**src/rtl/cfg_seq_pkg.sv**
```systemverilog
package cfg_seq_pkg;

    typedef enum logic [3:0] {
        ST_IDLE,
        ST_PROG,
        ST_REL,
        ST_CHK,
        ST_LAT,
        ST_STREAM,
        ST_DRAIN,
        ST_PAD_GO,
        ST_PAD_WAIT
    } seq_st_e;

    localparam logic [2:0] ERR_NONE       = 3'd0;
    localparam logic [2:0] ERR_BADREQ     = 3'd1;
    localparam logic [2:0] ERR_INIT_TMO   = 3'd2;
    localparam logic [2:0] ERR_DONE_EARLY = 3'd3;
    localparam logic [2:0] ERR_CRC        = 3'd4;
    localparam logic [2:0] ERR_NOSYNC     = 3'd5;
    localparam logic [2:0] ERR_CPL_TMO    = 3'd6;

endpackage

```
**src/rtl/cfg_sync2.sv**
```systemverilog
module cfg_sync2 #(
    parameter int              WIDTH   = 1,
    parameter logic [WIDTH-1:0] RST_VAL = '0
) (
    input  logic             clk,
    input  logic             rst_n,
    input  logic [WIDTH-1:0] d_i,
    output logic [WIDTH-1:0] q_o
);
    logic [WIDTH-1:0] meta_d, meta_q;
    logic [WIDTH-1:0] stab_d, stab_q;

    always_comb begin
        meta_d = d_i;
        stab_d = meta_q;
    end

    always_ff @(posedge clk or negedge rst_n) begin
        if (!rst_n) begin
            meta_q <= RST_VAL;
            stab_q <= RST_VAL;
        end else begin
            meta_q <= meta_d;
            stab_q <= stab_d;
        end
    end

    assign q_o = stab_q;
endmodule

```
**src/rtl/cfg_shift.sv**
```systemverilog
module cfg_shift #(
    parameter int DIV_W = 4
) (
    input  logic             clk,
    input  logic             rst_n,
    input  logic             load_i,
    input  logic [7:0]       byte_i,
    input  logic [DIV_W-1:0] div_i,
    output logic             busy_o,
    output logic             cclk_o,
    output logic             dout_o
);
    typedef struct packed {
        logic             busy;
        logic             cclk;
        logic [7:0]       sh;
        logic [2:0]       bitn;
        logic [DIV_W-1:0] divc;
    } sh_t;

    sh_t sh_d, sh_q;

    always_comb begin
        sh_d = sh_q;
        if (!sh_q.busy) begin
            if (load_i) begin
                sh_d.busy = 1'b1;
                sh_d.sh   = byte_i;
                sh_d.bitn = '0;
                sh_d.divc = '0;
                sh_d.cclk = 1'b0;
            end
        end else if (sh_q.divc == div_i) begin
            sh_d.divc = '0;
            if (!sh_q.cclk) begin
                sh_d.cclk = 1'b1;
            end else begin
                sh_d.cclk = 1'b0;
                if (sh_q.bitn == 3'd7) begin
                    sh_d.busy = 1'b0;
                end else begin
                    sh_d.bitn = sh_q.bitn + 3'd1;
                    sh_d.sh   = {sh_q.sh[6:0], 1'b0};
                end
            end
        end else begin
            sh_d.divc = sh_q.divc + 1'b1;
        end
    end

    always_ff @(posedge clk or negedge rst_n) begin
        if (!rst_n) sh_q <= '0;
        else        sh_q <= sh_d;
    end

    assign busy_o = sh_q.busy;
    assign cclk_o = sh_q.cclk;
    assign dout_o = sh_q.sh[7];

    // data moves only while the serial clock is low
    p_dout_on_fall_r7: assert property (@(posedge clk) disable iff (!rst_n)
        !$stable(dout_o) |-> !cclk_o);

    // serial clock rests low between bytes
    p_idle_low_r7: assert property (@(posedge clk) disable iff (!rst_n)
        (!busy_o && !load_i) |=> !cclk_o);
endmodule

```
**src/rtl/fpga_cfg_seq.sv**
```systemverilog
module fpga_cfg_seq
    import cfg_seq_pkg::*;
#(
    parameter int CLK_MHZ     = 200,
    parameter int PROG_NS     = 500,
    parameter int INIT_WAIT_US = 1000000,
    parameter int LAT_US      = 7500,
    parameter int DIV_W       = 4,
    parameter int TMR_W       = 32
) (
    input  logic             clk,
    input  logic             rst_n,
    input  logic             start_i,
    input  logic             partial_i,
    input  logic             init_absent_i,
    input  logic             init_b_i,
    input  logic             done_i,
    input  logic [DIV_W-1:0] clk_div_i,
    input  logic [TMR_W-1:0] cpl_tmo_i,
    input  logic             s_valid_i,
    input  logic [7:0]       s_data_i,
    input  logic             s_last_i,
    output logic             s_ready_o,
    output logic             prog_b_o,
    output logic             cclk_o,
    output logic             dout_o,
    output logic             busy_o,
    output logic             ok_o,
    output logic [2:0]       err_o
);
    localparam longint unsigned PROG_L = (longint'(CLK_MHZ) * PROG_NS + 999) / 1000;
    localparam longint unsigned INIT_L = longint'(CLK_MHZ) * INIT_WAIT_US;
    localparam longint unsigned LAT_L  = longint'(CLK_MHZ) * LAT_US;
    localparam logic [TMR_W-1:0] PROG_CYC = PROG_L[TMR_W-1:0];
    localparam logic [TMR_W-1:0] INIT_CYC = INIT_L[TMR_W-1:0];
    localparam logic [TMR_W-1:0] LAT_CYC  = LAT_L[TMR_W-1:0];

    typedef struct packed {
        seq_st_e          st;
        logic             prog_b;
        logic [TMR_W-1:0] tmr;
        logic             pad_done;
        logic             pad_exp;
        logic             ok;
        logic [2:0]       err;
    } ctl_t;

    ctl_t ctl_d, ctl_q;

    logic       init_s, done_s;
    logic       sh_busy, sh_load;
    logic [7:0] sh_byte;
    logic [TMR_W-1:0] tmr_inc;

    cfg_sync2 #(.WIDTH(2), .RST_VAL(2'b10)) u_sync (
        .clk  (clk),
        .rst_n(rst_n),
        .d_i  ({init_b_i, done_i}),
        .q_o  ({init_s, done_s})
    );

    cfg_shift #(.DIV_W(DIV_W)) u_shift (
        .clk   (clk),
        .rst_n (rst_n),
        .load_i(sh_load),
        .byte_i(sh_byte),
        .div_i (clk_div_i),
        .busy_o(sh_busy),
        .cclk_o(cclk_o),
        .dout_o(dout_o)
    );

    assign tmr_inc   = (ctl_q.tmr == '1) ? ctl_q.tmr : ctl_q.tmr + 1'b1;
    assign s_ready_o = (ctl_q.st == ST_STREAM) && !sh_busy;

    always_comb begin
        ctl_d   = ctl_q;
        sh_load = 1'b0;
        sh_byte = 8'hFF;
        unique case (ctl_q.st)
            ST_IDLE: begin
                if (start_i) begin
                    ctl_d.ok = 1'b0;
                    if (partial_i) begin
                        ctl_d.err = ERR_BADREQ;
                    end else begin
                        ctl_d.err    = ERR_NONE;
                        ctl_d.prog_b = 1'b0;
                        ctl_d.tmr    = '0;
                        ctl_d.st     = ST_PROG;
                    end
                end
            end
            ST_PROG: begin
                ctl_d.tmr = tmr_inc;
                if (init_absent_i ? (ctl_q.tmr == PROG_CYC) : !init_s) begin
                    ctl_d.prog_b = 1'b1;
                    ctl_d.tmr    = '0;
                    ctl_d.st     = ST_REL;
                end else if (!init_absent_i && ctl_q.tmr == INIT_CYC) begin
                    ctl_d.prog_b = 1'b1;
                    ctl_d.err    = ERR_INIT_TMO;
                    ctl_d.st     = ST_IDLE;
                end
            end
            ST_REL: begin
                ctl_d.tmr = tmr_inc;
                if (init_absent_i || init_s) begin
                    ctl_d.st = ST_CHK;
                end else if (ctl_q.tmr == INIT_CYC) begin
                    ctl_d.err = ERR_INIT_TMO;
                    ctl_d.st  = ST_IDLE;
                end
            end
            ST_CHK: begin
                if (done_s) begin
                    ctl_d.err = ERR_DONE_EARLY;
                    ctl_d.st  = ST_IDLE;
                end else begin
                    ctl_d.tmr = '0;
                    ctl_d.st  = ST_LAT;
                end
            end
            ST_LAT: begin
                ctl_d.tmr = tmr_inc;
                if (ctl_q.tmr == LAT_CYC) ctl_d.st = ST_STREAM;
            end
            ST_STREAM: begin
                if (s_valid_i && !sh_busy) begin
                    sh_load = 1'b1;
                    sh_byte = s_data_i;
                    if (s_last_i) ctl_d.st = ST_DRAIN;
                end
            end
            ST_DRAIN: begin
                if (!sh_busy) begin
                    ctl_d.tmr = '0;
                    ctl_d.st  = ST_PAD_GO;
                end
            end
            ST_PAD_GO: begin
                ctl_d.tmr      = tmr_inc;
                ctl_d.pad_done = done_s;
                ctl_d.pad_exp  = (ctl_q.tmr >= cpl_tmo_i);
                sh_load        = 1'b1;
                ctl_d.st       = ST_PAD_WAIT;
            end
            ST_PAD_WAIT: begin
                ctl_d.tmr = tmr_inc;
                if (!sh_busy) begin
                    if (ctl_q.pad_done) begin
                        ctl_d.ok = 1'b1;
                        ctl_d.st = ST_IDLE;
                    end else if (ctl_q.pad_exp) begin
                        ctl_d.err = init_absent_i ? ERR_CPL_TMO :
                                    (init_s ? ERR_NOSYNC : ERR_CRC);
                        ctl_d.st  = ST_IDLE;
                    end else begin
                        ctl_d.st = ST_PAD_GO;
                    end
                end
            end
            default: ctl_d.st = ST_IDLE;
        endcase
    end

    always_ff @(posedge clk or negedge rst_n) begin
        if (!rst_n) begin
            ctl_q          <= '0;
            ctl_q.st       <= ST_IDLE;
            ctl_q.prog_b   <= 1'b1;
        end else begin
            ctl_q <= ctl_d;
        end
    end

    assign prog_b_o = ctl_q.prog_b;
    assign busy_o   = (ctl_q.st != ST_IDLE);
    assign ok_o     = ctl_q.ok;
    assign err_o    = ctl_q.err;

    // a partial request is refused without starting
    p_badreq_r1: assert property (@(posedge clk) disable iff (!rst_n)
        (!busy_o && start_i && partial_i) |=> (err_o == ERR_BADREQ && prog_b_o && !busy_o));

    // the program line is only low inside a sequence
    p_prog_busy_r2: assert property (@(posedge clk) disable iff (!rst_n)
        !prog_b_o |-> busy_o);

    // an init timeout leaves the program line released
    p_init_tmo_rel_r4: assert property (@(posedge clk) disable iff (!rst_n)
        (!busy_o && err_o == ERR_INIT_TMO) |-> prog_b_o);

    // success is only posted from the end of a pad byte
    p_ok_after_pad_r8: assert property (@(posedge clk) disable iff (!rst_n)
        $rose(ok_o) |-> ($past(ctl_q.st) == ST_PAD_WAIT));

    // success and error never coexist
    p_ok_clean_r10: assert property (@(posedge clk) disable iff (!rst_n)
        ok_o |-> (err_o == ERR_NONE));

    // status holds while idle and no start arrives
    p_hold_r10: assert property (@(posedge clk) disable iff (!rst_n)
        (!busy_o && !start_i) |=> ($stable(ok_o) && $stable(err_o)));
endmodule

```
**config.mk**
```make
export PLATFORM = sky130hd
export DESIGN_NAME = fpga_cfg_seq
export DESIGN_NICKNAME = d
export VERILOG_FILES = /design/src/rtl/cfg_seq_pkg.sv /design/src/rtl/cfg_sync2.sv /design/src/rtl/cfg_shift.sv /design/src/rtl/fpga_cfg_seq.sv
export SDC_FILE = /design/constraint.sdc
export NUM_CORES = 1
export LEC_CHECK = 0
export BUFFER_PORTS_ARGS = -buffer_cell sky130_fd_sc_hd__buf_2
export CAP_MARGIN = 5
export CORE_ASPECT_RATIO = 0.7
export CORE_UTILIZATION = 40
export CTS_CLUSTER_DIAMETER = 150
export DETAILED_ROUTE_END_ITERATION = 8
export GPL_TIMING_DRIVEN = 0
export HOLD_SLACK_MARGIN = 0.03
export PLACE_DENSITY = 0.55
export REMOVE_ABC_BUFFERS = 1
export SLEW_MARGIN = 10
export SYNTH_ARGS = -nofsm -noshare
export SYNTH_HDL_FRONTEND = slang
export SYNTH_SLANG_ARGS = --single-unit
```
**constraint.sdc**
```tcl
create_clock -name clk -period 4.2 [get_ports clk]
set_input_delay 0 -clock clk [delete_from_list [all_inputs] [get_ports clk]]
set_output_delay 0 -clock clk [all_outputs]
set_load 0.1 [all_outputs]
```
==> summary by stage <==
Finish
From synthesis to final layout, the design area changed by 19.5%. The finished layout holds 764 standard cells, fillers aside. Summing all non-filler instances in the final layout gives an area of 5480 sq um. The total inserted antenna cells is 0. Once layout is complete, the utilization of the core stands at 49.4%. In the final design database the tool counted 696 nets. In the final layout, the share of cells above drive strength 1 is 16.4%.

Logic synthesis
Counting flops and latches in the post-synthesis netlist gives 64. The most used flip-flop cell after synthesis is sky130_fd_sc_hd__dfrtp_1. The average footprint of a synthesized cell is between 8 and 9 sq um.

The synthesized design devotes to its leading area cell type about a third of total area. The fraction of registers with async set/reset is 100%. The synthesized netlist devotes between 10% and 20% of its cell area to adder and majority cells. After synthesis, flip-flops and latches occupy 35.0% of the total area. Sorting the synthesized cells by area gives the leading types as sky130_fd_sc_hd__dfrtp_1, sky130_fd_sc_hd__ha_1, sky130_fd_sc_hd__xnor2_1.

The synthesized netlist devotes 28.5% of its cell area to simple gates. The mapped cell area is 4590 sq um. In this run, synthesis inferred 0 flip-flops with an integrated enable. For this run, the number of Yosys warnings is 0. Of all cell types, the one taking the most synthesized area is sky130_fd_sc_hd__dfrtp_1. Of the total synthesized cell area, the portion taken by XOR and XNOR cells is 6.30%. The multiplexer share of the synthesized area is roughly 2%. Summing the areas of all compound-gate instances in the mapped netlist gives about an eighth of the synthesized area. Synthesis produced 544 cells. The synthesized netlist contains 61 unique library cells. The dominant combinational cell family by area after synthesis is simple AND/OR/NAND/NOR gates.

Timing
The number of max-slew violations in the final report is 0. In this run the tightest slew margin relative to its limit is 42.1%. At the pin with the least slew margin, the transition time is 865 ps. The summed negative setup slack over all endpoints is 0 ps. The final clock skew is roughly 4.6 ps. The hold violation total from the final report was 0.

Timing would allow up to roughly 270 MHz. Across all hold checks on the routed design, the worst slack comes to approximately 44 ps. Setup violations remaining at the end of the flow were counted as 0. After layout, the worst path uses 88.2% of the clock period. The worst path in the final design needs a cycle of 3700 ps, including I/O delays and setup.

Setup repair after global routing left no endpoint under its margin.

Setup path
The kind of cell with the highest combined delay along the critical path is compound AO/OA/AOI/OAI gates. The highest fanout seen on the critical path is 23. The worst endpoint data arrival time is 3920 ps. The nature of the critical path startpoint is a flop. The setup path with the least slack is of type reg2reg. The critical path goes through nor2b_1 -> a32oi_1 -> nand4_1 -> buf_6 -> a211oi_4 -> buf_8 -> nor2_1 -> mux2_4.

At the worst endpoint, the required time is around 4400 ps. The sum of buffers and inverters on the critical path is 2. The largest single stage delay on the critical path is 790 ps.

Among all stages on the critical path, the largest delay is contributed by sky130_fd_sc_hd__dfrtp_1. Across all register-to-register paths, the minimum setup slack is 500 ps. The worst setup path is captured at a flop.

Route
The residual DRC count is 0. The number of detailed-routing iterations run before antenna repair is 4. The final layout contains routed wiring with a total length of 11.0 mm. The ratio of routed vias to standard cells is about 5.3. Dividing the detail-routed wire length by the instance count gives 14.4 microns.

The number of nets with antenna violations after routing is 0. The routed via count is 4069. The iteration-0 DRC count of the detailed router is 250.

Power
Power spread over the standard cell area amounts to approximately 530 nW/um^2. The leakage power is 2.53 nW. The peak ir drop on the vdd network is roughly 0.00026 V.

GRT
The initial antenna violation count came to 0. Entering global routing, the biggest net connects 60 pins. The all-layer global routing usage is 20.6%.

After global routing the overflow that remains totals 0. The number of global-route vias before repair is between 3000 and 4000. The wire length of the first global-routing pass is 19.2 mm.

Clock network
The clock reaches the later pin of the worst-skew pair after 330 ps. The clock tree synthesis step divided the H-tree into 3 levels. TritonCTS built the clock tree.

CTS placed an instance of sky130_fd_sc_hd__clkbuf_16 at the clock tree root. Counting every sink on the clock net gives 64. Counting the buffers created by CTS gives 9.

The clock slew at the register clock pins of the worst setup and hold paths is 60 ps. The longest clock path from root to sink contains 2 buffers.

Floorplan
The starting density of the core is 41.4%. The die area is 11900 sq um. The cell row count is 32. The chip width is 130 microns. The total I/O pin count is 62. The y dimension of the die is 91.6 microns. The core region area is 11100 sq um.

Placement
Detailed placement ended at an HPWL of ~8 mm. The placed cell area is approximately 5000 sq um. Input and output buffers added on the ports amount to 61. The weighted congestion reported at the end of routability-driven placement is a little over 0.8. Including well taps, the total number of placed cells is 734.

Worst hold path
The tightest min-delay check is of the in2reg type.

Flow run
Across the run, the number of max-cap violations was 0.

Outcome
The run finished with clean final reports.
stage by stage:
stage | worst slack, ps | total power, W
2_1_floorplan | 412 | 0.00179
3_3_place_gp | -1220 | 0.00207
3_5_place_dp | 511 | 0.00218
4_1_cts | 484 | 0.00295
5_1_grt | 110 | 0.00315
6_report | 496 | 0.00293
layout by cell type (no fill, tap or decap), types with 19 or more instances in the layout:
master,synthesis,routed
sky130_fd_sc_hd__nor2_1,62,62
sky130_fd_sc_hd__dfrtp_1,61,61
sky130_fd_sc_hd__buf_2,4,60
sky130_fd_sc_hd__nand2_1,47,47
sky130_fd_sc_hd__inv_1,42,42
sky130_fd_sc_hd__ha_1,37,37
sky130_fd_sc_hd__xnor2_1,32,32
sky130_fd_sc_hd__o21ai_0,32,31
sky130_fd_sc_hd__a21oi_1,28,28
sky130_fd_sc_hd__nor3_1,20,20
sky130_fd_sc_hd__nand3_1,19,19
layout make-up:
type | instances | area [sq um]
clock inverters | 4 | 45.0
inverters | 42 | 158
clock buffers | 12 | 246
well taps | 153 | 191
flip-flops and latches | 64 | 1610
repair buffers | 80 | 528
multi-input cells | 409 | 2710
fillers | 1086 | 5610
Yosys cell counts, types with 2 or more instances:
library cell and number:
sky130_fd_sc_hd__nor2_1 62, sky130_fd_sc_hd__dfrtp_1 61, sky130_fd_sc_hd__or3b_2 2, sky130_fd_sc_hd__clkbuf_1 20
sky130_fd_sc_hd__a31oi_1 6, sky130_fd_sc_hd__nand3b_1 2, sky130_fd_sc_hd__ha_1 37, sky130_fd_sc_hd__o211ai_1 5
sky130_fd_sc_hd__inv_1 42, sky130_fd_sc_hd__nand4bb_1 2, sky130_fd_sc_hd__nor4_1 16, sky130_fd_sc_hd__nand2b_1 3
sky130_fd_sc_hd__or3_1 4, sky130_fd_sc_hd__nand4_1 14, sky130_fd_sc_hd__and2_1 4, sky130_fd_sc_hd__nor4b_1 2
sky130_fd_sc_hd__buf_4 3, sky130_fd_sc_hd__buf_2 4, sky130_fd_sc_hd__nor2b_1 10, sky130_fd_sc_hd__nand2_1 47
sky130_fd_sc_hd__nor3_1 20, sky130_fd_sc_hd__a21o_1 2, sky130_fd_sc_hd__nand3_1 19, sky130_fd_sc_hd__dfstp_2 3
sky130_fd_sc_hd__a21oi_1 28, sky130_fd_sc_hd__nand4b_1 3, sky130_fd_sc_hd__a211oi_1 4, sky130_fd_sc_hd__a22o_1 2
sky130_fd_sc_hd__and4_1 8, sky130_fd_sc_hd__buf_1 2, sky130_fd_sc_hd__mux2i_1 2, sky130_fd_sc_hd__and3_1 7
sky130_fd_sc_hd__mux2_2 5, sky130_fd_sc_hd__nor3b_1 4, sky130_fd_sc_hd__xnor2_1 32, sky130_fd_sc_hd__o21ai_0 32
metal layers:
| metal | up-vias | routed length [microns] | track usage [%] |
|---|---|---|---|
| li1 | 2044 | - | - |
| met1 | 1911 | 5880 | 30.8 |
| met2 | 101 | 4490 | 29.3 |
| met3 | 13 | 531 | 4.71 |
| met4 | 0 | 115 | 5.62 |
| met5 | - | 0 | 0 |
kinds of logic after synthesis:
| family | Yosys count |
|---|---|
| AND/OR/NAND/NOR | 240 |
| AO/OA/AOI/OAI | 91 |
| buffers and inverters | 71 |
| flip-flops | 64 |
| adder cells (fa/ha/maj) | 37 |
| XOR/XNOR | 33 |
| multiplexers | 8 |
flip-flops by register name, indices dropped and copies added, names as in the netlist:
name / flops
ctl_q: 38
err_o: 3
ok_o: 1
prog_b_o: 1
u_shift.busy_o: 1
u_shift.cclk_o: 1
u_shift.dout_o: 1
u_shift.sh_q: 14
u_sync.meta_q: 2
u_sync.q_o: 2
worst reg2reg max path, cell delays in order, from the launching register on:
cell	delay, ps
sky130_fd_sc_hd__dfrtp_1	790
sky130_fd_sc_hd__nor2b_1	320
sky130_fd_sc_hd__a32oi_1	380
sky130_fd_sc_hd__nand4_1	480
sky130_fd_sc_hd__buf_6	330
sky130_fd_sc_hd__a211oi_4	740
sky130_fd_sc_hd__buf_8	240
sky130_fd_sc_hd__nor2_1	50
sky130_fd_sc_hd__mux2_4	260
timing repair:
| item | in CTS | in global routing |
|---|---|---|
| resized for setup | 0 | 0 |
| hold buffers | 14 | 0 |
| endpoints found under the hold margin | 75 | 0 |
| setup buffers | 0 | 0 |
worst paths after layout:
| check | from | to | cells past startpoint |
|---|---|---|---|
| worst max-delay path | ctl_q[42]$_DFFE_PN0P_ | ctl_q[37]$_DFFE_PN0P_ | 8 |
| worst min-delay path | s_data_i[6] | u_shift.sh_q[13]$_DFFE_PN0P_ | 3 |
| worst max register to register | ctl_q[42]$_DFFE_PN0P_ | ctl_q[37]$_DFFE_PN0P_ | 8 |
| worst min register to register | u_sync.meta_q[0]$_DFF_PN0_ | u_sync.q_o[0]$_DFF_PN0_ | 0 |
| max in group asynchronous | rst_n | u_shift.sh_q[3]$_DFFE_PN0P_ | 3 |
| min in group asynchronous | rst_n | ctl_q[5]$_DFFE_PN0P_ | 3 |
report_power, final:
part / internal (W) / switching [W] / leakage, nW
Combinational: 0.000439 / 0.000826 / 1.54
Sequential: 0.000749 / 0.000171 / 0.838
Clock: 0.000472 / 0.000269 / 0.146
Total: 0.00166 / 0.00127 / 2.53
Power figures use the tool's default switching activity.
